[config.mk]
export PLATFORM = sky130hd
export DESIGN_NAME = halfband_interp2
export DESIGN_NICKNAME = d
export VERILOG_FILES = /design/src/rtl/hbi_pkg.sv /design/src/rtl/hbi_ring.sv /design/src/rtl/hbi_coef.sv /design/src/rtl/hbi_mac.sv /design/src/rtl/halfband_interp2.sv
export SDC_FILE = /design/constraint.sdc
export NUM_CORES = 1
export LEC_CHECK = 0
export BUFFER_PORTS_ARGS = -buffer_cell sky130_fd_sc_hd__buf_2
export CAP_MARGIN = 10
export CELL_PAD_IN_SITES_DETAIL_PLACEMENT = 0
export CELL_PAD_IN_SITES_GLOBAL_PLACEMENT = 1
export CORE_MARGIN = 2
export CORE_UTILIZATION = 57
export CTS_CLUSTER_SIZE = 14
export DETAILED_ROUTE_END_ITERATION = 7
export HOLD_SLACK_MARGIN = 0.02
export PLACE_DENSITY = 0.95
export SETUP_SLACK_MARGIN = 0.3
export SYNTH_ARGS = -nofsm -noshare
export SYNTH_HDL_FRONTEND = slang
export SYNTH_SLANG_ARGS = --single-unit
[constraint.sdc]
create_clock -name clk -period 19.9 [get_ports clk]
set_clock_uncertainty 0.1 [all_clocks]
set_input_delay 1.99 -clock clk [delete_from_list [all_inputs] [get_ports clk]]
set_output_delay 1.99 -clock clk [all_outputs]
set_load 0.02 [all_outputs]
[src/rtl/hbi_pkg.sv]
package hbi_pkg;
    typedef enum logic [1:0] {S_IDLE, S_MAC, S_EVEN, S_ODD} hbi_state_t;

    // distinct even-phase tap j (0 = outermost pair); sign alternates from the inner tap outward
    function automatic int coef_val(input int peak, input int nu, input int j);
        int d;
        int m;
        d = nu - 1 - j;
        m = peak >>> d;
        return (d % 2 == 0) ? m : -m;
    endfunction
endpackage

[src/rtl/hbi_ring.sv]
module hbi_ring #(
    parameter int DW  = 16,
    parameter int NE  = 10,
    parameter int CTR = 4
) (
    input  logic          clk,
    input  logic          rst_n,
    input  logic          wr_en,
    input  logic [DW-1:0] wr_data,
    input  logic          step,
    output logic [DW-1:0] lo_data,
    output logic [DW-1:0] hi_data,
    output logic [DW-1:0] ctr_data
);
    localparam int AW = $clog2(NE);

    logic [DW-1:0] mem [NE];
    logic [AW-1:0] wp, lo, hi, nwp, ctr_idx;

    function automatic logic [AW-1:0] ptr_inc(input logic [AW-1:0] p);
        return (p == AW'(NE - 1)) ? '0 : p + 1'b1;
    endfunction

    function automatic logic [AW-1:0] ptr_dec(input logic [AW-1:0] p);
        return (p == '0) ? AW'(NE - 1) : p - 1'b1;
    endfunction

    assign nwp = ptr_inc(wp);

    always_ff @(posedge clk) begin
        if (!rst_n) begin
            wp <= '0;
            lo <= '0;
            hi <= '0;
            for (int i = 0; i < NE; i++) mem[i] <= '0;
        end else if (wr_en) begin
            mem[nwp] <= wr_data;
            wp       <= nwp;
            lo       <= nwp;
            hi       <= ptr_inc(nwp);
        end else if (step) begin
            lo <= ptr_dec(lo);
            hi <= ptr_inc(hi);
        end
    end

    assign ctr_idx  = (wp >= AW'(CTR)) ? wp - AW'(CTR) : wp + AW'(NE - CTR);
    assign lo_data  = mem[lo];
    assign hi_data  = mem[hi];
    assign ctr_data = mem[ctr_idx];
endmodule

[src/rtl/hbi_coef.sv]
module hbi_coef
    import hbi_pkg::*;
#(
    parameter int CW   = 16,
    parameter int NU   = 5,
    parameter int PEAK = 20000,
    parameter int JW   = 3
) (
    input  logic [JW-1:0]        idx,
    output logic signed [CW-1:0] coef
);
    logic signed [CW-1:0] tbl [NU];

    for (genvar g = 0; g < NU; g++) begin : g_tap
        assign tbl[g] = CW'(coef_val(PEAK, NU, g));
    end

    assign coef = (int'(idx) < NU) ? tbl[idx] : '0;
endmodule

[src/rtl/hbi_mac.sv]
module hbi_mac #(
    parameter int DW   = 16,
    parameter int CW   = 16,
    parameter int NU   = 5,
    parameter int FRAC = 15
) (
    input  logic                 clk,
    input  logic                 rst_n,
    input  logic                 clr,
    input  logic                 issue,
    input  logic [DW-1:0]        a,
    input  logic [DW-1:0]        b,
    input  logic signed [CW-1:0] coef,
    output logic [DW-1:0]        result
);
    localparam int SW   = DW + 1;
    localparam int PW   = SW + CW;
    localparam int ACCW = PW + $clog2(NU);
    localparam logic signed [ACCW-1:0] HALF = ACCW'(1) << (FRAC - 1);
    localparam logic signed [ACCW-1:0] MAXV = ACCW'((1 << (DW - 1)) - 1);
    localparam logic signed [ACCW-1:0] MINV = -MAXV - ACCW'(1);

    logic signed [SW-1:0]   pre;
    logic signed [CW-1:0]   c1;
    logic signed [PW-1:0]   prod;
    logic signed [ACCW-1:0] acc, rnd, shr;
    logic                   v1, v2;

    always_ff @(posedge clk) begin
        if (!rst_n) begin
            pre  <= '0;
            c1   <= '0;
            prod <= '0;
            acc  <= '0;
            v1   <= 1'b0;
            v2   <= 1'b0;
        end else begin
            v1   <= issue;
            v2   <= v1;
            pre  <= $signed({a[DW-1], a}) + $signed({b[DW-1], b});
            c1   <= coef;
            prod <= pre * c1;
            if (clr)     acc <= '0;
            else if (v2) acc <= acc + ACCW'(prod);
        end
    end

    always_comb begin
        rnd = acc + HALF;
        shr = rnd >>> FRAC;
        if (shr > MAXV)      result = {1'b0, {(DW-1){1'b1}}};
        else if (shr < MINV) result = {1'b1, {(DW-1){1'b0}}};
        else                 result = shr[DW-1:0];
    end
endmodule

[src/rtl/halfband_interp2.sv]
module halfband_interp2
    import hbi_pkg::*;
#(
    parameter int DW    = 16,
    parameter int CW    = 16,
    parameter int NTAPS = 19,
    parameter int PEAK  = 20000,
    parameter int FRAC  = 15
) (
    input  logic          clk,
    input  logic          rst_n,
    input  logic          in_valid,
    output logic          in_ready,
    input  logic [DW-1:0] in_data,
    output logic          out_valid,
    input  logic          out_ready,
    output logic [DW-1:0] out_data,
    output logic          out_odd
);
    localparam int NE   = (NTAPS + 1) / 2;
    localparam int NU   = NE / 2;
    localparam int CTR  = NU - 1;
    localparam int CNTW = $clog2(NU + 2);

    hbi_state_t            state, state_nx;
    logic [CNTW-1:0]       cnt;
    logic                  accept, issue;
    logic [DW-1:0]         lo_data, hi_data, ctr_data, even_val;
    logic signed [CW-1:0]  coef;

    assign accept = (state == S_IDLE) && in_valid;
    assign issue  = (state == S_MAC) && (int'(cnt) < NU);

    always_comb begin
        state_nx = state;
        unique case (state)
            S_IDLE:  if (in_valid)                   state_nx = S_MAC;
            S_MAC:   if (int'(cnt) == NU + 1)        state_nx = S_EVEN;
            S_EVEN:  if (out_ready)                  state_nx = S_ODD;
            S_ODD:   if (out_ready)                  state_nx = S_IDLE;
            default:                                 state_nx = S_IDLE;
        endcase
    end

    always_ff @(posedge clk) begin
        if (!rst_n) begin
            state <= S_IDLE;
            cnt   <= '0;
        end else begin
            state <= state_nx;
            if (accept)              cnt <= '0;
            else if (state == S_MAC) cnt <= cnt + 1'b1;
        end
    end

    always_comb begin
        in_ready  = (state == S_IDLE);
        out_valid = (state == S_EVEN) || (state == S_ODD);
        out_odd   = (state == S_ODD);
        out_data  = (state == S_ODD) ? {ctr_data[DW-1], ctr_data[DW-1:1]} : even_val;
    end

    hbi_ring #(.DW(DW), .NE(NE), .CTR(CTR)) u_ring (
        .clk      (clk),
        .rst_n    (rst_n),
        .wr_en    (accept),
        .wr_data  (in_data),
        .step     (issue),
        .lo_data  (lo_data),
        .hi_data  (hi_data),
        .ctr_data (ctr_data)
    );

    hbi_coef #(.CW(CW), .NU(NU), .PEAK(PEAK), .JW(CNTW)) u_coef (
        .idx  (cnt),
        .coef (coef)
    );

    hbi_mac #(.DW(DW), .CW(CW), .NU(NU), .FRAC(FRAC)) u_mac (
        .clk    (clk),
        .rst_n  (rst_n),
        .clr    (accept),
        .issue  (issue),
        .a      (lo_data),
        .b      (hi_data),
        .coef   (coef),
        .result (even_val)
    );
endmodule

# == Word level (Yosys, flattened, before mapping) ==
# Memory sizes are Yosys's and may differ from the RTL's. A register that Yosys moved wholly into a read port is not among the register bits.
# Index checks and enable logic that the tools add are counted.
# classes
addsub,10
n_mul,1
div_mod_pow,0
order_cmp,4
eq_ne,11
shifts,0
n_mux,28
n_bitwise,2
reduce_logical,11
# ops
op,count
two-way mux 16 bit,4
two-way mux 4 bit,14
adder 36 x 16 -> 36 bit (second input constant),1
adder 36 x 33 -> 36 bit,1
multiplier 17 x 16 -> 33 bit,1
> comparator 21 x 16 -> 1 bit (second input constant),1
< comparator 21 x 16 -> 1 bit (second input constant),1
adder 16 x 16 -> 17 bit,1
OR reduction 16 bit,1
adder 4 x 1 -> 4 bit (second input constant),3
equality test 4 bit (second input constant),3
two-way mux 2 bit,4
!= test 2 bit (second input constant),4
case mux 2 bit (4 select lines),1
two-way mux 1 bit,5
adder 4 x 3 -> 4 bit (second input constant),1
equality test 2 bit (second input constant),2
>= comparator 4 x 3 -> 1 bit (second input constant),1
logical NOT 4 bit,1
inverter 3 -> 4 bit,1
AND reduction 4 bit,1
subtractor 4 x 1 -> 4 bit (second input constant),1
subtractor 4 x 3 -> 4 bit (second input constant),1
adder 3 x 1 -> 3 bit (second input constant),1
11 further kinds,12
# word_totals
regBits,105
latch_bits,0
ramBits,160
mem_bits_ro,128
in_bits,20
wordCells,79
memories,2
# mem_list
name,depth,width,read_ports,rd_clocked_by_memory_dff,wr,line_no,source
u_ring.mem,10,16,3,2,10,hbi_ring.sv:17,logic [DW-1:0] mem [NE];
(name not given),8,16,1,1,0,hbi_coef.sv:18,assign coef = (int'(idx) < NU) ? tbl[idx] : '0;

# == Depth between registers and ports, before layout ==
# logic_depth
word_depth,7
depth_mapped,25
ltp_nobuf,24

# == Cells and area by module ==
# A second synthesis with hierarchy kept.
# unflattened
hier_cells,2991
hier_area_um2,32910.3
# by_module_without_submodules
module,instances,cells_each,area_per_inst_um2
hbi_mac,1,1855,16434.5
hbi_ring,1,1050,15758.9
halfband_interp2,1,57,518.0
hbi_coef,1,29,198.9

# == Least setup slack after synthesis ==
# OpenSTA, ideal clock, no wires.
# synth_timing
kind,flip-flop to flip-flop
startpoint,register u_mac.c1[13]
endpoint,register u_mac.prod[31]
arrival_time_ps,6202
required_time_ps,19685
path_slack_ps,13483
stages_incl_launch_ff,23
n_path_buf,1
path_cell_list,dfxtp_1 -> clkbuf_1 -> nand2_1 -> inv_1 -> fa_1 -> fa_1 -> fa_1 -> fa_1 -> fa_1 -> inv_1 -> fa_1 -> inv_1 -> ha_1 -> a21oi_1 -> nor2b_1 -> o21ai_0 -> nand2b_1 -> a22o_1 -> a311oi_1 -> o21bai_1 -> a21oi_1 -> xnor2_1 -> and2_1
# synth_via
elab_chain_cells,1
# synth_rtl
item,line_no,source
from (decl),hbi_mac.sv:24,logic signed [CW-1:0] c1;
multiplier 17 x 16 -> 33 bit,hbi_mac.sv:42,prod <= pre * c1;
to (signal assigned),hbi_mac.sv:42,
to (decl),hbi_mac.sv:25,logic signed [PW-1:0] prod;
# Every way passes these cells.
# A chain may end at the register's enable or synchronous reset.

# == Worst setup path after layout ==
# Same ends and word-level chain as after synthesis.

==> flow_summary.ini <==
[global_route]
maximum_number_of_pins_on_one_net_before_global_route_repair = 83
number_of_global_route_vias_before_repair = 22560
wire_length_of_the_first_global_routing_pass_mm = 130.7
grt.total_usage = 0.3084
antenna_found_initial = 2
overflow = 0

[timing]
final_setup_fails = 0
timing.final.hold_violations = 0
clock.fmax_mhz = 140.2
min_period_ns = 7.131
finalSetupTns_ns = 0
maxSlewViolCount = 0
slew_headroom = 0.1406
timing.hold.ws_ns = 0.3387
tightest_slew_ns = 1.286
grt_setup_unrepaired = false
layout_worst_path_cycle_share = 0.3583

[logic_synthesis]
synth_seq_area_share = 0.3315
async_flop_share = 0
number_of_synthesized_flops_with_an_enable_pin = 256
synthesis.yosys.warnings = 0
ys_dominant_reg_cell = sky130_fd_sc_hd__edfxtp_1
syn_nets = 3097
synth.lib_cells_used.distinct = 71
synth_cells = 2676
post_synth_design_cell_area_sq_mm = 0.03068
ys_seq_elements = 380
syn-mean-instance-area_sq_um = 11.46

[run_status]
status = complete, no violations

[cells_and_area]
final_nets = 3076
multi_input_comb_area_sq_mm = 0.01878
final.fill_count = 4043
final_core_util = 0.6151
final_cell_area_sq_mm = 0.03291
drive_above_1_share = 0.1513
finalNonFillerCells = 3379
sequential_cell_area_sq_mm = 0.01018
area_growth_pct = 7.260
antenna_cells_inserted = 0

[placement]
final_estimated_routing_congestion_in_global_placement = 0.9367
buffer_ports.inserted = 38
dpl-instance-area_sq_mm = 0.03158
placed_wire_length_estimate_after_detailed_placement_mm = 58.31
place.detailed.instances = 3309

[worst_setup_path]
crit_path_max_fanout = 17
critPathKind = reg -> reg
worst_r2r_endpoint = u_mac.prod[31]
regToRegSetupSlack_ns = 12.77
timing.critical_path.from_type = flip-flop
required_time_at_the_endpoint_of_the_critical_path_ns = 20.25
cp-end-kind = flip-flop
r2r.worst_path.cells = 21
worstReg2RegStart = u_mac.c1[13]
cp.arrival_ns = 7.48

[routing]
dr_total_vias = 21830
wl_per_cell_um = 25.01
postRouteWirelength_mm = 84.51
detail_route.vias_per_cell = 6.460
route.antenna.remaining_nets = 0
drt_first_pass_iters = 6
drt_drc_violations_left = 0
drt-initial-drc-count = 2879

[clock_network]
h-tree-depth = 2
clock_latency_on_the_worst_skew_pair_ns = 0.59
root_buffer_selected_by_cts = sky130_fd_sc_hd__clkbuf_16
postCtsResizedCells = 0
cts_made_buffers = 40
tritoncts = built
cts_setup_buffers = 0
clkTransAtPathRegs_ns = 0.07
sink_count = 380
cts_hold_repair.buffers = 0
ctsLongestPathBuffers = 3

[power_and_ir_drop]
power.share.sequential = 0.243
power_density_mw_per_mm2 = 142.6
p_clk_frac = 0.164
max-vdd-ir-drop_v = 0.00009008
cellInternalPower_mw = 2.597
p_comb_frac = 0.593
p_leak_nw = 13.71
p_sw_mw = 2.095
switching_portion_of_total_power = 0.4466

[floorplanning]
top_level_ports = 39
rows = 85
die_height_um = 236
core_area_sq_mm = 0.05350
design.die.area_sq_mm = 0.05570
initial_utilization = 0.5735
die_w_um = 236

[run]
drv.max_cap_violation_count = 0

[worst_hold_path]
worstHoldPathType = reg -> reg
hold_path_end = u_mac.v2
hold_path_depth = 1
timing.hold.worst.start = u_mac.v1
==> area by class of cell <==
type | instances | share of cell area
Timing Repair Buffer | 72 | 0.01354
Sequential cell | 380 | 0.3095
Clock buffer | 48 | 0.03163
Tap cell | 696 | 0.02646
Clock inverter | 22 | 0.008593
Multi-Input combinational cell | 1815 | 0.5708
Inverter | 346 | 0.03947
==> placed cells by master, fill, tap and decap left out, types with 34 or more instances in the layout <==
| master | instances |
|---|---|
| sky130_fd_sc_hd__inv_1 | 345 |
| sky130_fd_sc_hd__edfxtp_1 | 256 |
| sky130_fd_sc_hd__fa_1 | 250 |
| sky130_fd_sc_hd__nand2_1 | 233 |
| sky130_fd_sc_hd__nor2_1 | 229 |
| sky130_fd_sc_hd__mux4_2 | 220 |
| sky130_fd_sc_hd__and2_1 | 151 |
| sky130_fd_sc_hd__ha_1 | 151 |
| sky130_fd_sc_hd__dfxtp_1 | 119 |
| sky130_fd_sc_hd__a21oi_1 | 93 |
| sky130_fd_sc_hd__xnor2_1 | 63 |
| sky130_fd_sc_hd__o21ai_0 | 45 |
| sky130_fd_sc_hd__clkbuf_16 | 40 |
| sky130_fd_sc_hd__buf_2 | 38 |
| sky130_fd_sc_hd__mux2i_1 | 37 |
| sky130_fd_sc_hd__buf_4 | 34 |
==> worst max-delay path by stage <==
stage	start	endpoint	cells after the start
after floorplan	u_mac.c1[13]	u_mac.prod[31]	22
after global placement	u_mac.c1[13]	u_mac.prod[31]	21
after detailed placement	u_mac.c1[13]	u_mac.prod[31]	21
after CTS	u_mac.c1[13]	u_mac.prod[31]	21
after global routing	u_mac.c1[13]	u_mac.prod[31]	21
final	u_mac.c1[13]	u_mac.prod[31]	21
==> flip-flops by register name, summed over array words and instances (netlist names), 3 cells and up, named ones only <==
signal,flops
u_mac.c1,13
u_mac.prod,32
u_mac.pre,17
u_ring.wp,4
u_mac.acc,35
cnt,3
u_ring.mem,256
u_ring.lo,4
u_ring.hi,4
==> layer usage <==
layer | share of wire | wire length, um | up-vias | GRT usage
met2 | 0.48 | 40630 | 1449 | 0.5000
met4 | 0.045 | 3838 | 2 | 0.1231
met3 | 0.12 | 10210 | 294 | 0.07736
li1 | - | - | 9225 | -
met1 | 0.35 | 29830 | 10860 | 0.4012
met5 | 0.000095 | 8 | - | 0
==> kinds of logic after synthesis <==
group,count (synthesis),synth area share
AND/OR/NAND/NOR,762,0.1170
AO/OA/AOI/OAI,282,0.06020
adder cells (fa/ha/maj),401,0.2247
flip-flops,380,0.3315
XOR/XNOR,96,0.02765
multiplexers,274,0.1798
buffers and inverters,481,0.05922
==> metrics by stage <==
step | worst slack, ns | power [mW]
final | 12.77 | 4.692
after global routing | 12.39 | 5.006
after CTS | 12.85 | 4.683
after detailed placement | 12.87 | 3.901
after global placement | 13.06 | 3.827
after floorplan | 13.48 | 3.110
==> critical path, cell delays in order, from the launching register on <==
cell and delay [ns]:
sky130_fd_sc_hd__dfxtp_1 0.70, sky130_fd_sc_hd__nand2_1 0.30, sky130_fd_sc_hd__inv_1 0.19, sky130_fd_sc_hd__fa_1 0.55, sky130_fd_sc_hd__fa_1 0.84, sky130_fd_sc_hd__fa_1 0.52
sky130_fd_sc_hd__fa_1 0.47, sky130_fd_sc_hd__fa_1 0.54, sky130_fd_sc_hd__inv_1 0.05, sky130_fd_sc_hd__fa_1 0.53, sky130_fd_sc_hd__inv_1 0.04, sky130_fd_sc_hd__ha_1 0.36
sky130_fd_sc_hd__a21oi_1 0.18, sky130_fd_sc_hd__nor2b_1 0.05, sky130_fd_sc_hd__o21ai_0 0.33, sky130_fd_sc_hd__nand2b_1 0.14, sky130_fd_sc_hd__a22o_1 0.28, sky130_fd_sc_hd__a311oi_1 0.31
sky130_fd_sc_hd__o21bai_1 0.13, sky130_fd_sc_hd__a21oi_1 0.18, sky130_fd_sc_hd__xnor2_1 0.07, sky130_fd_sc_hd__and2_1 0.15
==> cell usage after synthesis, drive strengths merged (16+ instances only) <==
cell,instances,area [sq um]
a21o,26,195.2
a21oi,93,465.5
and2,152,953.4
buf,29,120.1
clkbuf,106,397.9
dfxtp,124,2482
edfxtp,256,7687
fa,250,5005
ha,151,1889
inv,345,1295
mux2,16,180.2
mux2i,38,380.4
mux4,220,4955
nand2,233,874.6
nand2b,21,131.4
nand3,29,145.1
nand4,16,100.1
nor2,231,869.6
nor3,20,100.1
o211ai,31,277.8
o21ai,54,274.0
xnor2,63,551.8
xor2,33,296.5
==> power groups by stage <==
stage / Combinational, mW / Clock [mW] / Sequential (mW)
4_1_cts: 2.77 / 0.771 / 1.14
3_5_place_dp: 2.75 / 0 / 1.15
3_3_place_gp: 2.68 / 0 / 1.14
5_1_grt: 3.05 / 0.804 / 1.16
6_report: 2.78 / 0.772 / 1.14
2_1_floorplan: 2.11 / 0 / 0.998
(Power assumes the default switching activity.)
